**src/rtl/rxq_pkg.sv**
```systemverilog
package rxq_pkg;
  localparam int CHAR_W   = 8;
  localparam int LINE_W   = 2;
  localparam int WORD_W   = 16;
  localparam int VALID_B  = 15;
  localparam int LINE_LSB = 8;

  typedef struct packed {
    logic [LINE_W-1:0] line;
    logic [CHAR_W-1:0] ch;
  } rxq_entry_t;
endpackage

```
**src/rtl/rxq_ptrs.sv**
```systemverilog
module rxq_ptrs #(
  parameter int DEPTH      = 64,
  parameter int MOUSE_LINE = 1,
  localparam int AW        = $clog2(DEPTH)
) (
  input  logic                      clk,
  input  logic                      rst_n,
  input  logic                      push_vld,
  input  logic [rxq_pkg::LINE_W-1:0] push_line,
  input  logic                      rd_req,
  input  logic                      ctl_clear,
  output logic                      wr_en,
  output logic [AW-1:0]             wr_addr,
  output logic [AW-1:0]             rd_addr,
  output logic                      pop,
  output logic                      avail,
  output logic                      overrun
);
  localparam logic [AW-1:0] HALF = AW'(DEPTH / 2);

  logic [AW-1:0] wptr_q, rptr_q, wptr_d, rptr_d, occ;
  logic          empty_q, empty_d, ovr_q, ovr_d, drop;

  always_comb begin
    occ     = wptr_q - rptr_q;
    drop    = push_vld && (push_line == rxq_pkg::LINE_W'(MOUSE_LINE)) && (occ > HALF);
    wr_en   = push_vld && !drop;
    pop     = rd_req && !empty_q;
    wptr_d  = wr_en ? wptr_q + AW'(1) : wptr_q;
    rptr_d  = pop ? rptr_q + AW'(1) : rptr_q;
    empty_d = (wptr_d == rptr_d);
    ovr_d   = (wr_en && (wptr_d == rptr_d)) || (ovr_q && !ctl_clear);
  end

  always_ff @(posedge clk or negedge rst_n) begin
    if (!rst_n) begin
      wptr_q  <= '0;
      rptr_q  <= '0;
      empty_q <= 1'b1;
      ovr_q   <= 1'b0;
    end else begin
      if (wr_en) wptr_q <= wptr_d;
      if (pop)   rptr_q <= rptr_d;
      empty_q <= empty_d;
      ovr_q   <= ovr_d;
    end
  end

  assign wr_addr = wptr_q;
  assign rd_addr = rptr_q;
  assign avail   = !empty_q;
  assign overrun = ovr_q;


  mouse_drop_chk: assert property (@(posedge clk) disable iff (!rst_n)
    (push_vld && push_line == rxq_pkg::LINE_W'(MOUSE_LINE) && (wptr_q - rptr_q) > HALF)
      |=> $stable(wptr_q));

  ovr_sticky_chk: assert property (@(posedge clk) disable iff (!rst_n)
    (ovr_q && !ctl_clear) |=> ovr_q);

  empty_read_chk: assert property (@(posedge clk) disable iff (!rst_n)
    (rd_req && empty_q) |=> $stable(rptr_q));
endmodule

```
**src/rtl/rxq_store.sv**
```systemverilog
module rxq_store #(
  parameter int DEPTH = 64,
  localparam int AW   = $clog2(DEPTH)
) (
  input  logic                 clk,
  input  logic                 wr_en,
  input  logic [AW-1:0]        wr_addr,
  input  rxq_pkg::rxq_entry_t  wr_data,
  input  logic [AW-1:0]        rd_addr,
  output rxq_pkg::rxq_entry_t  rd_data
);
  rxq_pkg::rxq_entry_t mem [DEPTH];

  always_ff @(posedge clk) begin
    if (wr_en) mem[wr_addr] <= wr_data;
  end

  assign rd_data = mem[rd_addr];
endmodule

```
**src/rtl/rxq_fmt.sv**
```systemverilog
module rxq_fmt (
  input  logic                         clk,
  input  logic                         rst_n,
  input  logic                         rd_req,
  input  logic                         pop,
  input  rxq_pkg::rxq_entry_t          head,
  output logic [rxq_pkg::WORD_W-1:0]   rd_word,
  output logic                         rd_done
);
  import rxq_pkg::*;

  logic [WORD_W-1:0] word_q, word_d;
  logic              done_q;

  always_comb begin
    word_d = '0;
    if (pop) begin
      word_d[VALID_B]                   = 1'b1;
      word_d[LINE_LSB +: LINE_W]        = head.line;
      word_d[CHAR_W-1:0]                = head.ch;
    end
  end

  always_ff @(posedge clk or negedge rst_n) begin
    if (!rst_n) begin
      word_q <= '0;
      done_q <= 1'b0;
    end else begin
      if (rd_req) word_q <= word_d;
      done_q <= rd_req;
    end
  end

  assign rd_word = word_q;
  assign rd_done = done_q;


  done_pulse_chk: assert property (@(posedge clk) disable iff (!rst_n)
    rd_req |=> rd_done);

  valid_flag_chk: assert property (@(posedge clk) disable iff (!rst_n)
    (rd_req && pop) |=> rd_word[VALID_B]);

  word_hold_chk: assert property (@(posedge clk) disable iff (!rst_n)
    !rd_req |=> $stable(rd_word));
endmodule

```
**src/rtl/rxq_tagged.sv**
```systemverilog
module rxq_tagged #(
  parameter int DEPTH      = 64,
  parameter int MOUSE_LINE = 1
) (
  input  logic        clk,
  input  logic        rst_n,
  input  logic        push_vld,
  input  logic [7:0]  push_char,
  input  logic [1:0]  push_line,
  input  logic        rd_req,
  input  logic        ctl_clear,
  output logic [15:0] rd_word,
  output logic        rx_avail,
  output logic        overrun,
  output logic        rd_done
);
  localparam int AW = $clog2(DEPTH);

  logic                wr_en, pop;
  logic [AW-1:0]       wr_addr, rd_addr;
  rxq_pkg::rxq_entry_t wr_data, head;

  assign wr_data = '{line: push_line, ch: push_char};

  rxq_ptrs #(.DEPTH(DEPTH), .MOUSE_LINE(MOUSE_LINE)) u_ptrs (
    .clk(clk), .rst_n(rst_n), .push_vld(push_vld), .push_line(push_line),
    .rd_req(rd_req), .ctl_clear(ctl_clear), .wr_en(wr_en), .wr_addr(wr_addr),
    .rd_addr(rd_addr), .pop(pop), .avail(rx_avail), .overrun(overrun)
  );

  rxq_store #(.DEPTH(DEPTH)) u_store (
    .clk(clk), .wr_en(wr_en), .wr_addr(wr_addr), .wr_data(wr_data),
    .rd_addr(rd_addr), .rd_data(head)
  );

  rxq_fmt u_fmt (
    .clk(clk), .rst_n(rst_n), .rd_req(rd_req), .pop(pop), .head(head),
    .rd_word(rd_word), .rd_done(rd_done)
  );


  push_pop_chk: assert property (@(posedge clk) disable iff (!rst_n)
    (push_vld && push_line != 2'(MOUSE_LINE) && rd_req && rx_avail && !overrun)
      |=> rx_avail);
endmodule

```
**config.mk**
```make
export PLATFORM = sky130hd
export DESIGN_NAME = rxq_tagged
export DESIGN_NICKNAME = d
export VERILOG_FILES = /design/src/rtl/rxq_pkg.sv /design/src/rtl/rxq_ptrs.sv /design/src/rtl/rxq_store.sv /design/src/rtl/rxq_fmt.sv /design/src/rtl/rxq_tagged.sv
export SDC_FILE = /design/constraint.sdc
export NUM_CORES = 1
export LEC_CHECK = 0
export BUFFER_PORTS_ARGS = -buffer_cell sky130_fd_sc_hd__clkbuf_2
export CORE_MARGIN = 3
export CORE_UTILIZATION = 32
export DETAILED_ROUTE_END_ITERATION = 6
export PLACE_DENSITY = 0.56
export SYNTH_ARGS = -nofsm -noshare
export SYNTH_HDL_FRONTEND = slang
export SYNTH_SLANG_ARGS = --single-unit
```
**constraint.sdc**
```tcl
create_clock -name clk -period 5.7 [get_ports clk]
set_input_delay 1.425 -clock clk [delete_from_list [all_inputs] [get_ports clk]]
set_output_delay 1.425 -clock clk [all_outputs]
set_load 0.005 [all_outputs]
```
[Word-level counts from Yosys, hierarchy flattened]
Memories as Yosys holds them, arrays and structs flattened.
Cells that the tools add are included.
Widths: inputs -> output; s select.
Word-level totals
  bits in registers: 26
  bits in writable memories: 640
  input port bits: 15
  memories: 1
  logic and storage cells: 29
  output and inout bits: 19
Cells by class
  order comparisons: 1
  reductions and logical operators: 10
  mux-type cells: 6
  equality and inequality tests: 2
  add/sub/neg operators: 3
Memories
  u_store.mem: depth 64, width 10, rd ports 1, clocked after Yosys merged registers in 0, write ports 1, RTL line rxq_store.sv:12  | rxq_pkg::rxq_entry_t mem [DEPTH];
Operator list (number)
  $add 6x1->6 const B: 2
  $mux 6: 2
  $mux 10: 1
  $eq 6x6->1: 1
  $gt 6x6->1 const B: 1
  $logic_and 1x1->1: 6
  $sub 6x6->6: 1
  $logic_not 1->1: 3
  $mux 1: 3
  $eq 2x1->1 const B: 1
  $logic_or 1x1->1: 1

[Logic depth before layout (Yosys ltp)]
Gate-level depths: netlist (run 1).
  depth after elaboration: 9
  mapped depth: 14
  gate-level depth less buffers: 11

[By module]
From an unflattened synthesis (run 1), not the netlist that was laid out.
Unflattened totals
  cells, all modules: 1262
  area, all modules: 26474.1 um^2
Modules (own cells, without submodules)
  rxq_store: area an instance 24901.4 um^2, times used 1, cells an instance 1108
  rxq_ptrs: area an instance 1064.8 um^2, times used 1, cells an instance 102
  rxq_fmt: area an instance 508.0 um^2, times used 1, cells an instance 52

[Worst setup path after synthesis (run 1)]
No wires, ideal clock.
  path type: register -> register
  start point: register u_ptrs.rptr_q[1] (netlist: u_ptrs.rd_addr[1])
  end point: memory u_store.mem[22][0] in the netlist's numbering (enable)
  data arrival time: 3.794 ns
  data required time: 5.310 ns
  library setup time: 0.390 ns
  setup slack: 1.517 ns
  cell stages (with the launch flop): 13
  clock period less this slack: 4.183 ns
  path buffers: 4
  cell sequence: dfrtp_1 clkbuf_1 buf_2 buf_1 inv_1 fa_1 a31oi_1 xnor2_1 or3_1 a21boi_2 nand2_1 clkbuf_1 nor3_1
Between the ends
  longest elaborated chain between the ends: 7
RTL lines
  start, declared: RTL line rxq_ptrs.sv:21  | logic [AW-1:0] wptr_q, rptr_q, wptr_d, rptr_d, occ;
  start signal, assigned: RTL line rxq_ptrs.sv:43  | if (pop) rptr_q <= rptr_d;
  $sub 6x6->6: RTL line rxq_ptrs.sv:25  | occ = wptr_q - rptr_q;
  $gt 6x6->1: RTL line rxq_ptrs.sv:26  | drop = push_vld && (push_line == rxq_pkg::LINE_W'(MOUSE_LINE)) && (occ > HALF);
  $logic_and 1x1->1: RTL line rxq_ptrs.sv:26
  $logic_not 1->1: RTL line rxq_ptrs.sv:27  | wr_en = push_vld && !drop;
  $logic_and 1x1->1: RTL line rxq_ptrs.sv:27
  $mux 1: RTL line rxq_store.sv:15  | if (wr_en) mem[wr_addr] <= wr_data;
  $mux 1 (not written as such): RTL line rxq_store.sv:15
  end, declared: RTL line rxq_store.sv:12
No other way between the ends.

[Final worst setup path (run 1)]
  start point: register u_ptrs.rptr_q[1] (netlist: u_ptrs.rd_addr[1])
  end point: memory u_store.mem[2][9] in the netlist's numbering (enable)
Same word-level chain as after synthesis.

==> impl_metrics.tcl, run 1 <==
set metrics [dict create \
    status "completed" \
    maxCapViolations 0 \
    post-cts-setup-buffer-count 0 \
    postSynth.asyncResetShare 0.0390 \
    synthSimpleGateAreaFrac 0.0222 \
    final_max_slew_viol_count 0 \
    gp_congestion 0.794 \
    finalCritPeriodShare 0.757 \
    drt_first_pass_iters 5 \
    grt_max_degree 118 \
    rr_worst_depth 8 \
    grtUsageTotal 0.144 \
    grt_pass1_vias 12400 \
    hp-class "register to register" \
    hold_end "u_fmt.rd_word[3]" \
    synth_edf_count 640 \
    drc 0 \
    worstHoldPathCells 2 \
    final_common_cell "edfxtp_1" \
    synth-warning-count 0 \
    h-tree-depth 3 \
    die_h_um 292 \
    first_iter_violations 1294 \
    hold_violations 0 \
    wirelength_um 60400 \
    reg2reg_slack_ns 1.39 \
    hold_buffers 0 \
    die_w_um 292 \
    synth_seq_cells 666 \
    synth_compound_area_frac 0.00604 \
    max_slew_margin 0.192 \
    post_cts_resized 0 \
    antenna_found_initial 6 \
    rsz0062_at_grt "no" \
    num_vias 11900 \
    end_kind "register" \
    nets 1274 \
    tightest_slew_ns 1.21 \
    synthFlopType "edfxtp_1" \
    power_density_mw_per_mm2 485 \
    layout_common_cells "640 x edfxtp_1, 210 x mux4_2, 71 x clkbuf_16, 69 x buf_4, 48 x nor2_1" \
    io_pins 34 \
    clk_pin_slew_ns 0.06 \
    cts_buffers 69 \
    worst_slack_ns 1.39 \
    synth_xor_area_frac 0.00757 \
    top_usage_layer "met2" \
    p_leak_nw 9.42 \
    place_hpwl_um 35600 \
    finalCriticalPeriod_ns 4.31 \
    cts_tree "yes" \
    syn2layout_area_growth_pct 15.1 \
    grt_pass1_wl_um 89200 \
    drtAntennaViolNets 0 \
    clkLatencyLatePin_ns 0.60 \
    fin_tns_setup_ns 0 \
    wl_per_cell_um 25.6 \
    cts_root_buf "clkbuf_16" \
    required_ns 5.91 \
    core-area_mm2 0.0807 \
    crit_fanout 42 \
    avgSynthCellArea_um2 22.7 \
    port_buffers 28 \
    final_area_mm2 0.0301 \
    drive_gt1_frac 0.324 \
    overflow 0 \
    fin_util 0.373 \
    synth_top_family_by_area "multiplexers" \
    worstPathArrival_ns 4.52 \
    yosys.cell_types.count 42 \
    worstHoldStart "u_fmt.rd_word[3]" \
    crit_type "register to register" \
    dp_slack_ns 1.30 \
    synthAdderAreaFrac 0.00412 \
    viasPerCell 5.04 \
    gr-usage-met2 0.226 \
    r2r_end "u_store.mem[2][9]" \
    start_util 0.324 \
    met1_usage 0.207 \
    rows 104 \
    clkSinkCount 666 \
    syn_inst 1148 \
    syn_area_mm2 0.0261 \
    r2r_start "u_ptrs.rd_addr[1]" \
    post_dp_cell_area_mm2 0.0278 \
    synthMuxAreaShare 0.182 \
    clock_skew_ns 0.0229 \
    met3_usage 0.0302 \
    start_kind "register" \
    setup_viol 0 \
    cts_buffer_depth 3 \
    die_area_mm2 0.0851 \
    ys_seq_area_frac 0.761 \
    peakVddDrop_uv 426 \
    fmax_ghz 0.232 \
]
## state kept, by name, indices dropped and copies added, names as in the netlist
signal          flops
u_fmt.rd_word      11
u_store.mem       640
u_ptrs.overrun      1
u_ptrs.wr_addr      6
u_ptrs.rd_addr      6
u_fmt.rd_done       1
u_ptrs.empty_q      1
## how the worst max path moves through the flow
| stage | endpoint | startpoint | depth (start not counted) |
|---|---|---|---|
| after global routing | u_store.mem[9][1] | u_ptrs.rd_addr[1] | 8 |
| after global placement | u_store.mem[60][8] | push_line[1] | 8 |
| after CTS | u_store.mem[2][9] | u_ptrs.rd_addr[1] | 8 |
| after detailed placement | u_store.mem[2][6] | u_ptrs.rd_addr[1] | 8 |
| final | u_store.mem[2][9] | u_ptrs.rd_addr[1] | 8 |
| after floorplan | u_store.mem[22][0] | u_ptrs.rd_addr[1] | 12 |
## metal layers
| metal | share of wire | wire length, um |
|---|---|---|
| met5 | 0.00022 | 13 |
| met4 | 0.020 | 1190 |
| met3 | 0.066 | 3980 |
| met2 | 0.47 | 28600 |
| met1 | 0.44 | 26600 |
## cells by family after synthesis
logic type,after synthesis
fa+ha+maj,8
compound gates,26
simple gates,123
buf+inv,91
xor+xnor,21
mux,212
other cells,1
flops,666
## cell usage after synthesis, types with 4 or more instances
cell type	instances	share of area
nor4_1	8	0.0019
o21ai_1	11	0.0021
xnor2_1	16	0.0054
ha_1	7	0.0034
nand3_1	4	0.00077
edfxtp_1	640	0.74
nand2_1	22	0.0032
buf_1	10	0.0014
nor3_1	19	0.0036
inv_1	20	0.0029
nor2_1	48	0.0069
or3_1	5	0.0012
clkbuf_1	35	0.0050
buf_6	9	0.0039
buf_2	11	0.0021
dfrtp_1	25	0.024
xor2_1	4	0.0013
buf_4	5	0.0014
nand3b_1	5	0.0014
mux4_2	210	0.18
## metrics by stage
| stage | hold slack [ns] | std cells | power [mW] |
|---|---|---|---|
| finish | 0.514 | 2362 | 14.6 |
| global route | 0.547 | 2361 | 15.2 |
| CTS | 0.521 | 2361 | 14.8 |
| detailed placement | 0.512 | 2240 | 10.3 |
| global placement | 0.511 | 2240 | 10.3 |
| floorplan | 0.508 | 1152 | 8.87 |
## layout make-up
| class | instances | area [um^2] |
|---|---|---|
| fillers | 7266 | 50600 |
| well taps | 1060 | 1330 |
| inverters | 21 | 78.8 |
| clock inverters | 32 | 335 |
| multi-input cells | 395 | 5880 |
| repair buffers | 98 | 678 |
| flip-flops and latches | 666 | 19900 |
| clock buffers | 89 | 1870 |
| diodes | 1 | 2.50 |
## where the power goes
group          leakage [nW]  total, mW  internal, mW  switching [mW]
clock                  1.08       4.44          2.63            1.80
sequential             6.06       5.84          5.61           0.221
combinational          2.27       4.29          2.01            2.28
## critical path: stages, from the launching register on
cell and delay [ns]:
dfrtp_4 0.84, inv_1 0.19, fa_1 0.50, a31oi_1 0.22
xnor2_1 0.11, nor3_1 0.31, o21ai_1 0.35, or3_1 0.64
nor2_1 0.76
Power figures use the tool's default switching activity.
==> run 2: changes to the inputs <==
--- a/config.mk
+++ b/config.mk
@@ -5,6 +5,7 @@
 export SDC_FILE = /design/constraint.sdc
 export NUM_CORES = 1
 export LEC_CHECK = 0
+export ABC_AREA = 1
 export BUFFER_PORTS_ARGS = -buffer_cell sky130_fd_sc_hd__clkbuf_2
 export CORE_MARGIN = 3
 export CORE_UTILIZATION = 32
==> constraint.sdc (replaced) <==
create_clock -name clk -period 4.4 [get_ports clk]
set_input_delay 1.1 -clock clk [delete_from_list [all_inputs] [get_ports clk]]
set_output_delay 1.1 -clock clk [all_outputs]
set_load 0.005 [all_outputs]
==> run 2 against run 1 <==
Effect of this change: non-clock buffer count decreased by 14; critical path depth increased by 8; register-to-register slack got worse by 0.83 ns; final area increased by 1.3%; total power increased by 36%; clock-buffer cell count increased by 1; final cell count increased by 36%; global-route usage increased by 3.2 points; clock skew increased by 0.0063 ns; setup slack got worse by 0.83 ns; critical path type unchanged; largest cell class unchanged.
==> impl_metrics.tcl, run 2 <==
set metrics [dict create \
    status "completed" \
    antenna_found_initial 3 \
    clk_pin_slew_ns 0.06 \
    start_kind "register" \
    multi_input_area_mm2 0.00598 \
    synth-warning-count 0 \
    grt_pass1_wl_um 113000 \
    viasPerCell 5.44 \
    post-cts-setup-buffer-count 0 \
    yosys.cell_types.count 32 \
    final_common_cell "edfxtp_1" \
    p_leak_nw 9.83 \
    fmax_ghz 0.260 \
    fin_util 0.370 \
    synth_commonest_cells "640 x edfxtp_1, 394 x nor2_1, 323 x o21ai_0" \
    drt_first_pass_iters 7 \
    avgSynthCellArea_um2 12.8 \
    final_max_slew_viol_count 0 \
    start_util 0.324 \
    cts_buffer_depth 3 \
    num_vias 17500 \
    io_pins 34 \
    end_kind "register" \
    finalCritPeriodShare 0.875 \
    synth_top_area_cell "edfxtp_1" \
    fin_tns_setup_ns 0 \
    power_density_mw_per_mm2 649 \
    synth_edf_count 640 \
    die_w_um 295 \
    port_buffers 28 \
    die_h_um 295 \
    worstPathArrival_ns 4.07 \
    post_cts_resized 0 \
    wirelength_um 77600 \
    clock_skew_ns 0.0292 \
    gp_congestion 0.929 \
    hp-class "register to register" \
    h-tree-depth 3 \
    worst_slack_ns 0.551 \
    required_ns 4.62 \
    core-area_mm2 0.0824 \
    synth_seq_cells 666 \
    drtAntennaViolNets 0 \
    register_area_mm2 0.0199 \
    dp_slack_ns 0.597 \
    crit_fanout 12 \
    grt_pass1_vias 17300 \
    hold_buffers 0 \
    overflow 0 \
    finalCriticalPeriod_ns 3.85 \
    timing.hold.ws_ns 0.486 \
    fillers 7762 \
    syn_inst 2078 \
    postSynth.asyncResetShare 0.0390 \
    first_iter_violations 2381 \
    nets 2120 \
    grt_max_degree 240 \
    grtUsageTotal 0.176 \
    place_hpwl_um 46500 \
    rsz0062_at_grt "no" \
    yosysMostFrequentCell "edfxtp_1" \
    maxCapViolations 0 \
    synthFlopType "edfxtp_1" \
    layout_common_cells "640 x edfxtp_1, 393 x nor2_1, 323 x o21ai_0, 158 x nand2_1, 91 x o22ai_1" \
    drive_gt1_frac 0.0925 \
    peakVddDrop_uv 441 \
    tightest_slew_ns 1.04 \
    clkLatencyLatePin_ns 0.61 \
    drc 0 \
    max_slew_margin 0.304 \
    synth.area.top_cells "edfxtp_1 72%, o21ai_0 6.1%, nor2_1 5.5%" \
    largest_reg_flops 640 \
    cts_tree "yes" \
    crit_type "register to register" \
    syn_area_mm2 0.0267 \
    hold_violations 0 \
    ys_seq_area_frac 0.744 \
    synth_top_area_share 0.720 \
    cts_root_buf "clkbuf_16" \
    final_area_mm2 0.0305 \
    regMostFlops "u_store.mem" \
    clkSinkCount 666 \
    post_dp_cell_area_mm2 0.0280 \
    cts_buffers 71 \
    antenna-diode-count 0 \
    syn2layout_area_growth_pct 14.1 \
    wl_per_cell_um 24.1 \
    rows 105 \
    setup_viol 0 \
    die_area_mm2 0.0869 \
]
[run 2: final cells by class]
| class | count | share of cell area |
|---|---|---|
| Tap cell | 1070 | 0.0439 |
| Sequential cell | 666 | 0.653 |
| Timing Repair Buffer | 84 | 0.0200 |
| Multi-Input combinational cell | 1223 | 0.196 |
| Clock inverter | 37 | 0.0163 |
| Inverter | 51 | 0.00661 |
| Clock buffer | 90 | 0.0642 |
[run 2: routing by layer]
metal | routed length [um] | share of wire | GRT usage | vias up
li1 | - | - | - | 7732
met1 | 31900 | 0.41 | 0.238 | 8677
met2 | 36000 | 0.46 | 0.284 | 940
met3 | 7120 | 0.092 | 0.0371 | 174
met5 | 15 | 0.00019 | 0 | -
met4 | 2570 | 0.033 | 0.0576 | 2
[run 2: report_power, final]
part           switching [mW]  leakage, nW  internal (mW)
Sequential              0.172         6.06           7.24
Clock                    2.45         1.19           3.85
Combinational            4.47         2.59           1.59
[run 2: critical path, cell delays in order, from the launching register on]
cell,delay [ns]
dfrtp_1,0.46
clkinv_1,0.30
ha_1,0.29
inv_1,0.10
fa_1,0.41
inv_1,0.07
nand2_1,0.04
a21oi_1,0.12
nand2_1,0.07
nor2_1,0.08
nand2_1,0.09
nand3_4,0.12
nand2_4,0.12
inv_2,0.14
nand4_1,0.09
buf_4,0.25
nor2_1,0.69
[run 2: path summary, 6_finish.rpt]
check / startpoint / endpoint / slack [ns] / cells after the start
max: u_ptrs.wr_addr[0] / u_store.mem[20][2] / 0.55 / 16
min: u_ptrs.overrun / u_ptrs.overrun / 0.49 / 2
max reg2reg: u_ptrs.wr_addr[0] / u_store.mem[20][2] / 0.55 / 16
min reg2reg: u_ptrs.overrun / u_ptrs.overrun / 0.49 / 2
max in group asynchronous: rst_n / u_ptrs.rd_addr[1] / 3.33 / 1
min in group asynchronous: rst_n / u_fmt.rd_word[4] / 0.54 / 1
[run 2: cells by family after synthesis]
group | share of synthesized area
compound gates | 0.115
xor+xnor | 0.00230
fa+ha+maj | 0.00403
buf+inv | 0.0324
flops | 0.744
other cells | 0.000140
simple gates | 0.102
[run 2: stage by stage]
| stage | instances | power, mW |
|---|---|---|
| 3_5_place_dp | 3094 | 13.5 |
| 4_1_cts | 3221 | 19.8 |
| 2_1_floorplan | 2082 | 11.3 |
| 6_report | 3221 | 19.8 |
| 5_1_grt | 3221 | 20.6 |
| 3_3_place_gp | 3094 | 13.5 |
